==> config.mk <==
export PLATFORM = sky130hd
export DESIGN_NAME = flash_guard
export DESIGN_NICKNAME = d
export VERILOG_FILES = /design/src/rtl/flash_guard_pkg.sv /design/src/rtl/flash_guard_bank.sv /design/src/rtl/flash_guard_decide.sv /design/src/rtl/flash_guard.sv
export SDC_FILE = /design/constraint.sdc
export NUM_CORES = 1
export LEC_CHECK = 0
export ABC_AREA = 1
export BUFFER_PORTS_ARGS = -buffer_cell sky130_fd_sc_hd__buf_2
export CORE_UTILIZATION = 30
export CTS_BUF_LIST = sky130_fd_sc_hd__clkbuf_2
export CTS_CLUSTER_DIAMETER = 30
export DETAILED_ROUTE_END_ITERATION = 10
export PLACE_DENSITY = 0.61
export SLEW_MARGIN = 10
export SYNTH_ARGS = -nofsm -noshare
export SYNTH_HDL_FRONTEND = slang
export SYNTH_SLANG_ARGS = --single-unit
==> constraint.sdc <==
create_clock -name clk -period 1.58 [get_ports clk]
set_input_delay 0.158 -clock clk [delete_from_list [all_inputs] [get_ports clk]]
set_output_delay 0.158 -clock clk [all_outputs]
set_load 0.02 [all_outputs]
==> src/rtl/flash_guard_pkg.sv <==
package flash_guard_pkg;
  localparam logic [2:0] OP_FETCH = 3'd0;
  localparam logic [2:0] OP_DREAD = 3'd1;
  localparam logic [2:0] OP_DBGRD = 3'd2;
  localparam logic [2:0] OP_PROG  = 3'd3;
  localparam logic [2:0] OP_ERASE = 3'd4;

  localparam int NUM_POL  = 2;
  localparam int POL_PROG = 0;
  localparam int POL_READ = 1;
endpackage

==> src/rtl/flash_guard_bank.sv <==
module flash_guard_bank #(
  parameter int NUM_BLK = 128,
  parameter int WORD_W  = 32,
  localparam int NUM_WORDS = NUM_BLK / WORD_W,
  localparam int SEL_W     = (NUM_WORDS > 1) ? $clog2(NUM_WORDS) : 1
) (
  input  logic               clk,
  input  logic               rst_n,
  input  logic               wr_en,
  input  logic [SEL_W-1:0]   wr_idx,
  input  logic [WORD_W-1:0]  wr_mask,
  output logic [NUM_BLK-1:0] bits_o
);
  logic [NUM_WORDS-1:0][WORD_W-1:0] pol_q;
  logic [NUM_WORDS-1:0][WORD_W-1:0] pol_d;

  for (genvar w = 0; w < NUM_WORDS; w++) begin : g_word
    always_comb begin
      pol_d[w] = pol_q[w];
      if (wr_en && (wr_idx == SEL_W'(w))) begin
        pol_d[w] = pol_q[w] & wr_mask;
      end
    end
  end

  always_ff @(posedge clk or negedge rst_n) begin
    if (!rst_n) begin
      pol_q <= '1;
    end else if (wr_en) begin
      pol_q <= pol_d;
    end
  end

  assign bits_o = pol_q;
endmodule

==> src/rtl/flash_guard_decide.sv <==
module flash_guard_decide
  import flash_guard_pkg::*;
(
  input  logic [2:0] op,
  input  logic       prog_ok,
  input  logic       read_ok,
  output logic       allow
);
  always_comb begin
    unique case (op)
      OP_FETCH:           allow = 1'b1;
      OP_DREAD, OP_DBGRD: allow = read_ok;
      OP_PROG, OP_ERASE:  allow = prog_ok;
      default:            allow = 1'b0;
    endcase
  end
endmodule

==> src/rtl/flash_guard.sv <==
module flash_guard
  import flash_guard_pkg::*;
#(
  parameter int NUM_BLK  = 128,
  parameter int BLK_LOG2 = 11,
  parameter int WORD_W   = 32,
  localparam int IDX_W     = $clog2(NUM_BLK),
  localparam int ADDR_W    = IDX_W + BLK_LOG2,
  localparam int NUM_WORDS = NUM_BLK / WORD_W,
  localparam int SEL_W     = (NUM_WORDS > 1) ? $clog2(NUM_WORDS) : 1
) (
  input  logic               clk,
  input  logic               rst_n,
  input  logic               req_valid,
  input  logic [2:0]         req_op,
  input  logic [ADDR_W-1:0]  req_addr,
  input  logic               cfg_we,
  input  logic               cfg_pol,
  input  logic [SEL_W-1:0]   cfg_word,
  input  logic [WORD_W-1:0]  cfg_data,
  output logic               resp_valid,
  output logic               resp_allow,
  output logic               viol_pulse,
  output logic [NUM_BLK-1:0] prog_en_o,
  output logic [NUM_BLK-1:0] read_en_o
);
  logic [NUM_POL-1:0][NUM_BLK-1:0] pol_bits;

  for (genvar p = 0; p < NUM_POL; p++) begin : g_pol
    flash_guard_bank #(
      .NUM_BLK (NUM_BLK),
      .WORD_W  (WORD_W)
    ) bank_i (
      .clk     (clk),
      .rst_n   (rst_n),
      .wr_en   (cfg_we && (cfg_pol == 1'(p))),
      .wr_idx  (cfg_word),
      .wr_mask (cfg_data),
      .bits_o  (pol_bits[p])
    );
  end

  assign prog_en_o = pol_bits[POL_PROG];
  assign read_en_o = pol_bits[POL_READ];

  // block number decode; the in-block offset is deliberately dropped
  logic [IDX_W-1:0] blk_idx;
  logic             unused_offset;
  assign blk_idx       = req_addr[ADDR_W-1:BLK_LOG2];
  assign unused_offset = ^req_addr[BLK_LOG2-1:0];

  logic allow_c;
  flash_guard_decide decide_i (
    .op      (req_op),
    .prog_ok (prog_en_o[blk_idx]),
    .read_ok (read_en_o[blk_idx]),
    .allow   (allow_c)
  );

  // response next-state
  logic valid_d, allow_d, viol_d;
  always_comb begin
    valid_d = req_valid;
    allow_d = allow_c;
    viol_d  = req_valid && !allow_c;
  end

  // response registers
  always_ff @(posedge clk or negedge rst_n) begin
    if (!rst_n) begin
      resp_valid <= 1'b0;
      viol_pulse <= 1'b0;
    end else begin
      resp_valid <= valid_d;
      viol_pulse <= viol_d;
    end
  end

  always_ff @(posedge clk or negedge rst_n) begin
    if (!rst_n) begin
      resp_allow <= 1'b0;
    end else if (req_valid) begin
      resp_allow <= allow_d;
    end
  end
endmodule

==> run_results.csv <==
group,metric,value,unit
status,status,"finished with violations",
status,violations,"negative setup slack",
place,dp_hpwl,33000,um
layout,drive_above_1_share,56.8,%
timing,hold_viol,0,
critical_path,worst-r2r-setup-slack,-0.23,ns
yosys,ys_types,21,
clock_network,cts_htree_levels,3,
timing,fin_crit_sh,120,%
min_path,min_path_type,"input pin to register",
floorplanning,die_area,40000,sq um
critical_path,crit_end,"prog_en_o[86]",
clock_network,path_clk_slew,0.10,ns
yosys,syn-num-nets,1265,
yosys,postSynthCellCount,1205,
timing,hold_ws,0.147,ns
critical_path,worstRegToRegCells,15,
critical_path,startpoint,"g_pol[0].bank_i.bits_o[86]$_DFFE_PN1P_",
timing,rsz0062_at_grt,"true",
grt,gr-total-overflow,0,
grt,grt_pass1_vias,13100,
yosys,ys_seq_area_share,57.9,%
drt,drtIter0Drc,750,
floorplanning,die_height,200,um
grt,antenna_found_initial,3,
drt,ant_nets,0,
min_path,min_from,"req_addr[14]",
layout,fill_cells,3339,
floorplanning,core-area,38600,sq um
clock_network,cts-root-buf,"clkbuf_2",
timing,tightestPinTransition,0.508,ns
pwr,p_leak,9.48,nW
timing,final.setup_skew,0.0766,ns
pwr,ir_drop,521,uV
place,globalplace.congestion,0.865,
timing,fin_ws,-0.316,ns
place,io_buffers,307,
drt,drt-total-wl,51400,um
clock_network,cts.path.max_buffers,3,
timing,max_slew_margin,66.1,%
pwr,power_density,658,nW/um^2
yosys,synth_area,11700,sq um
timing,setup_viol,261,
grt,grt_use_total,25.5,%
critical_path,required,1.42,ns
critical_path,critPathArrivalTime,1.74,ns
layout,area_growth,76.8,%
timing,max_freq,527,MHz
yosys,synthFlopType,"dfstp_2",
layout,seqCellArea,6800,sq um
grt,grt_first_pass_wirelength,76100,um
yosys,yosysWarnings,0,
yosys,synth-edff-count,0,
timing,tns,-64.39,ns
critical_path,startpoint_type,"register",
floorplanning,num_rows,72,
drt,wl_per_cell,20.0,um
clock_network,tritoncts,"done",
run,max_cap_violations,0,
critical_path,path_max_fanout,2,
floorplanning,start_util,30.4,%
timing,layout_min_cycle_time,1.90,ns
layout,final_cell_mix,"buf_6, nand2_1, dfstp_2",
critical_path,cp-end-kind,"output pin",
drt,viasPerCell,4.95,
drt,dr.pass1.iters,5,
yosys,syn_area_per_cell,9.75,sq um
drt,vias,12700,
yosys,async_reset_ff_share,100,%
critical_path,reg2reg_from,"g_pol[1].bank_i.bits_o[33]$_DFFE_PN1P_",
critical_path,rr_endpoint,"resp_allow$_DFFE_PN0P_",
clock_network,tritoncts.num_buffers,78,
floorplanning,io_pins,319,
clock_network,clk_latency,0.96,ns
clock_network,cts.sinks,259,
critical_path,critPathKind,"register to output pin",
drt,drc,0,
grt,grt_max_degree,70,
layout,nets,2052,
layout,final_common_cell,"buf_6",
timing,drv_slew,0,
floorplanning,chipWidth,200,um
yosys,ys_seq_elements,259,
layout,multi_input_comb_area,4510,sq um
==> cell usage after synthesis (2+ instances only) <==
| cell | number | area, sq um |
|---|---|---|
| o21ai_0 | 5 | 25.0 |
| nor2_1 | 4 | 15.0 |
| inv_1 | 54 | 203 |
| buf_4 | 3 | 22.5 |
| dfrtp_1 | 3 | 75.1 |
| nor3_1 | 6 | 30.0 |
| nand2_1 | 317 | 1190 |
| dfstp_2 | 256 | 6730 |
| nand3_1 | 205 | 1030 |
| a21boi_0 | 246 | 1850 |
| buf_1 | 2 | 7.51 |
| buf_2 | 20 | 100 |
| clkbuf_1 | 36 | 135 |
| o21ai_1 | 7 | 35.0 |
| a21oi_1 | 22 | 110 |
| buf_6 | 14 | 158 |
==> flip-flops by register name, indices dropped and copies added (netlist names) <==
register and flops:
g_pol.bank_i.bits_o 256, resp_allow 1, resp_valid 1, viol_pulse 1
==> kinds of logic (layout without fill, tap and decap cells) <==
group | after synthesis | count (layout) | share of synthesized area [%]
AND/OR/NAND/NOR | 534 | 534 | 19.4
buffers and inverters | 132 | 970 | 5.54
flip-flops | 259 | 259 | 57.9
other | 0 | 2 | 0
AO/OA/AOI/OAI | 280 | 280 | 17.2
==> layer usage <==
layer	track usage, %	wire length, um
met1	32.4	21200
met2	41.9	24800
met3	5.26	3620
met4	11.0	1760
met5	0	16
==> worst min-delay path by stage <==
stage,endpoint,slack [ns],cells past startpoint
finish,viol_pulse$_DFF_PN0_,0.15,11
global route,g_pol[1].bank_i.bits_o[37]$_DFFE_PN1P_,0.11,4
CTS,viol_pulse$_DFF_PN0_,0.03,11
detailed placement,resp_valid$_DFF_PN0_,0.32,1
global placement,resp_valid$_DFF_PN0_,0.32,1
floorplan,resp_allow$_DFFE_PN0P_,-0.14,0
==> timing repair <==
action / CTS / global route
endpoints found under the setup margin: 261 / 261
setup buffers: 118 / 41
hold endpoints to repair: 518 / 0
pin swaps: 2 / 39
gates resized for setup: 734 / 48
hold buffers: 56 / 0
==> per-stage QoR <==
stage | cells | area (sq um) | setup slack [ns] | utilization (%) | total power, mW
floorplan | 1205 | 11700 | 0.129 | - | 7.52
global placement | 2228 | 15800 | -0.290 | 40.9 | 8.24
detailed placement | 2228 | 15800 | -0.261 | 40.9 | 8.25
CTS | 2521 | 20300 | -0.420 | 52.5 | 13.7
global route | 2563 | 20800 | -0.455 | 53.7 | 14.3
finish | 2563 | 20800 | -0.316 | 53.7 | 13.7
==> critical path, stage by stage, from the launching register on <==
cell and delay [ns]:
dfstp_2 0.56, buf_6 0.10, buf_6 0.11
==> power breakdown <==
part           total, mW  internal [mW]  switching [mW]
logic               1.64          0.602            1.04
clock network       5.22           2.13            3.09
registers           6.80           6.76          0.0448
==> final cells by class <==
| cell class | instances | share of cell area (%) |
|---|---|---|
| tap | 518 | 3.12 |
| timing repair buffer | 783 | 38.0 |
| clock buffer | 105 | 2.53 |
| antenna | 2 | 0.0241 |
| clock inverter | 26 | 0.801 |
| sequential | 259 | 32.8 |
| inverter | 56 | 1.02 |
| multi-input combinational | 814 | 21.7 |
Note: power is estimated with default switching activity, not from simulation.
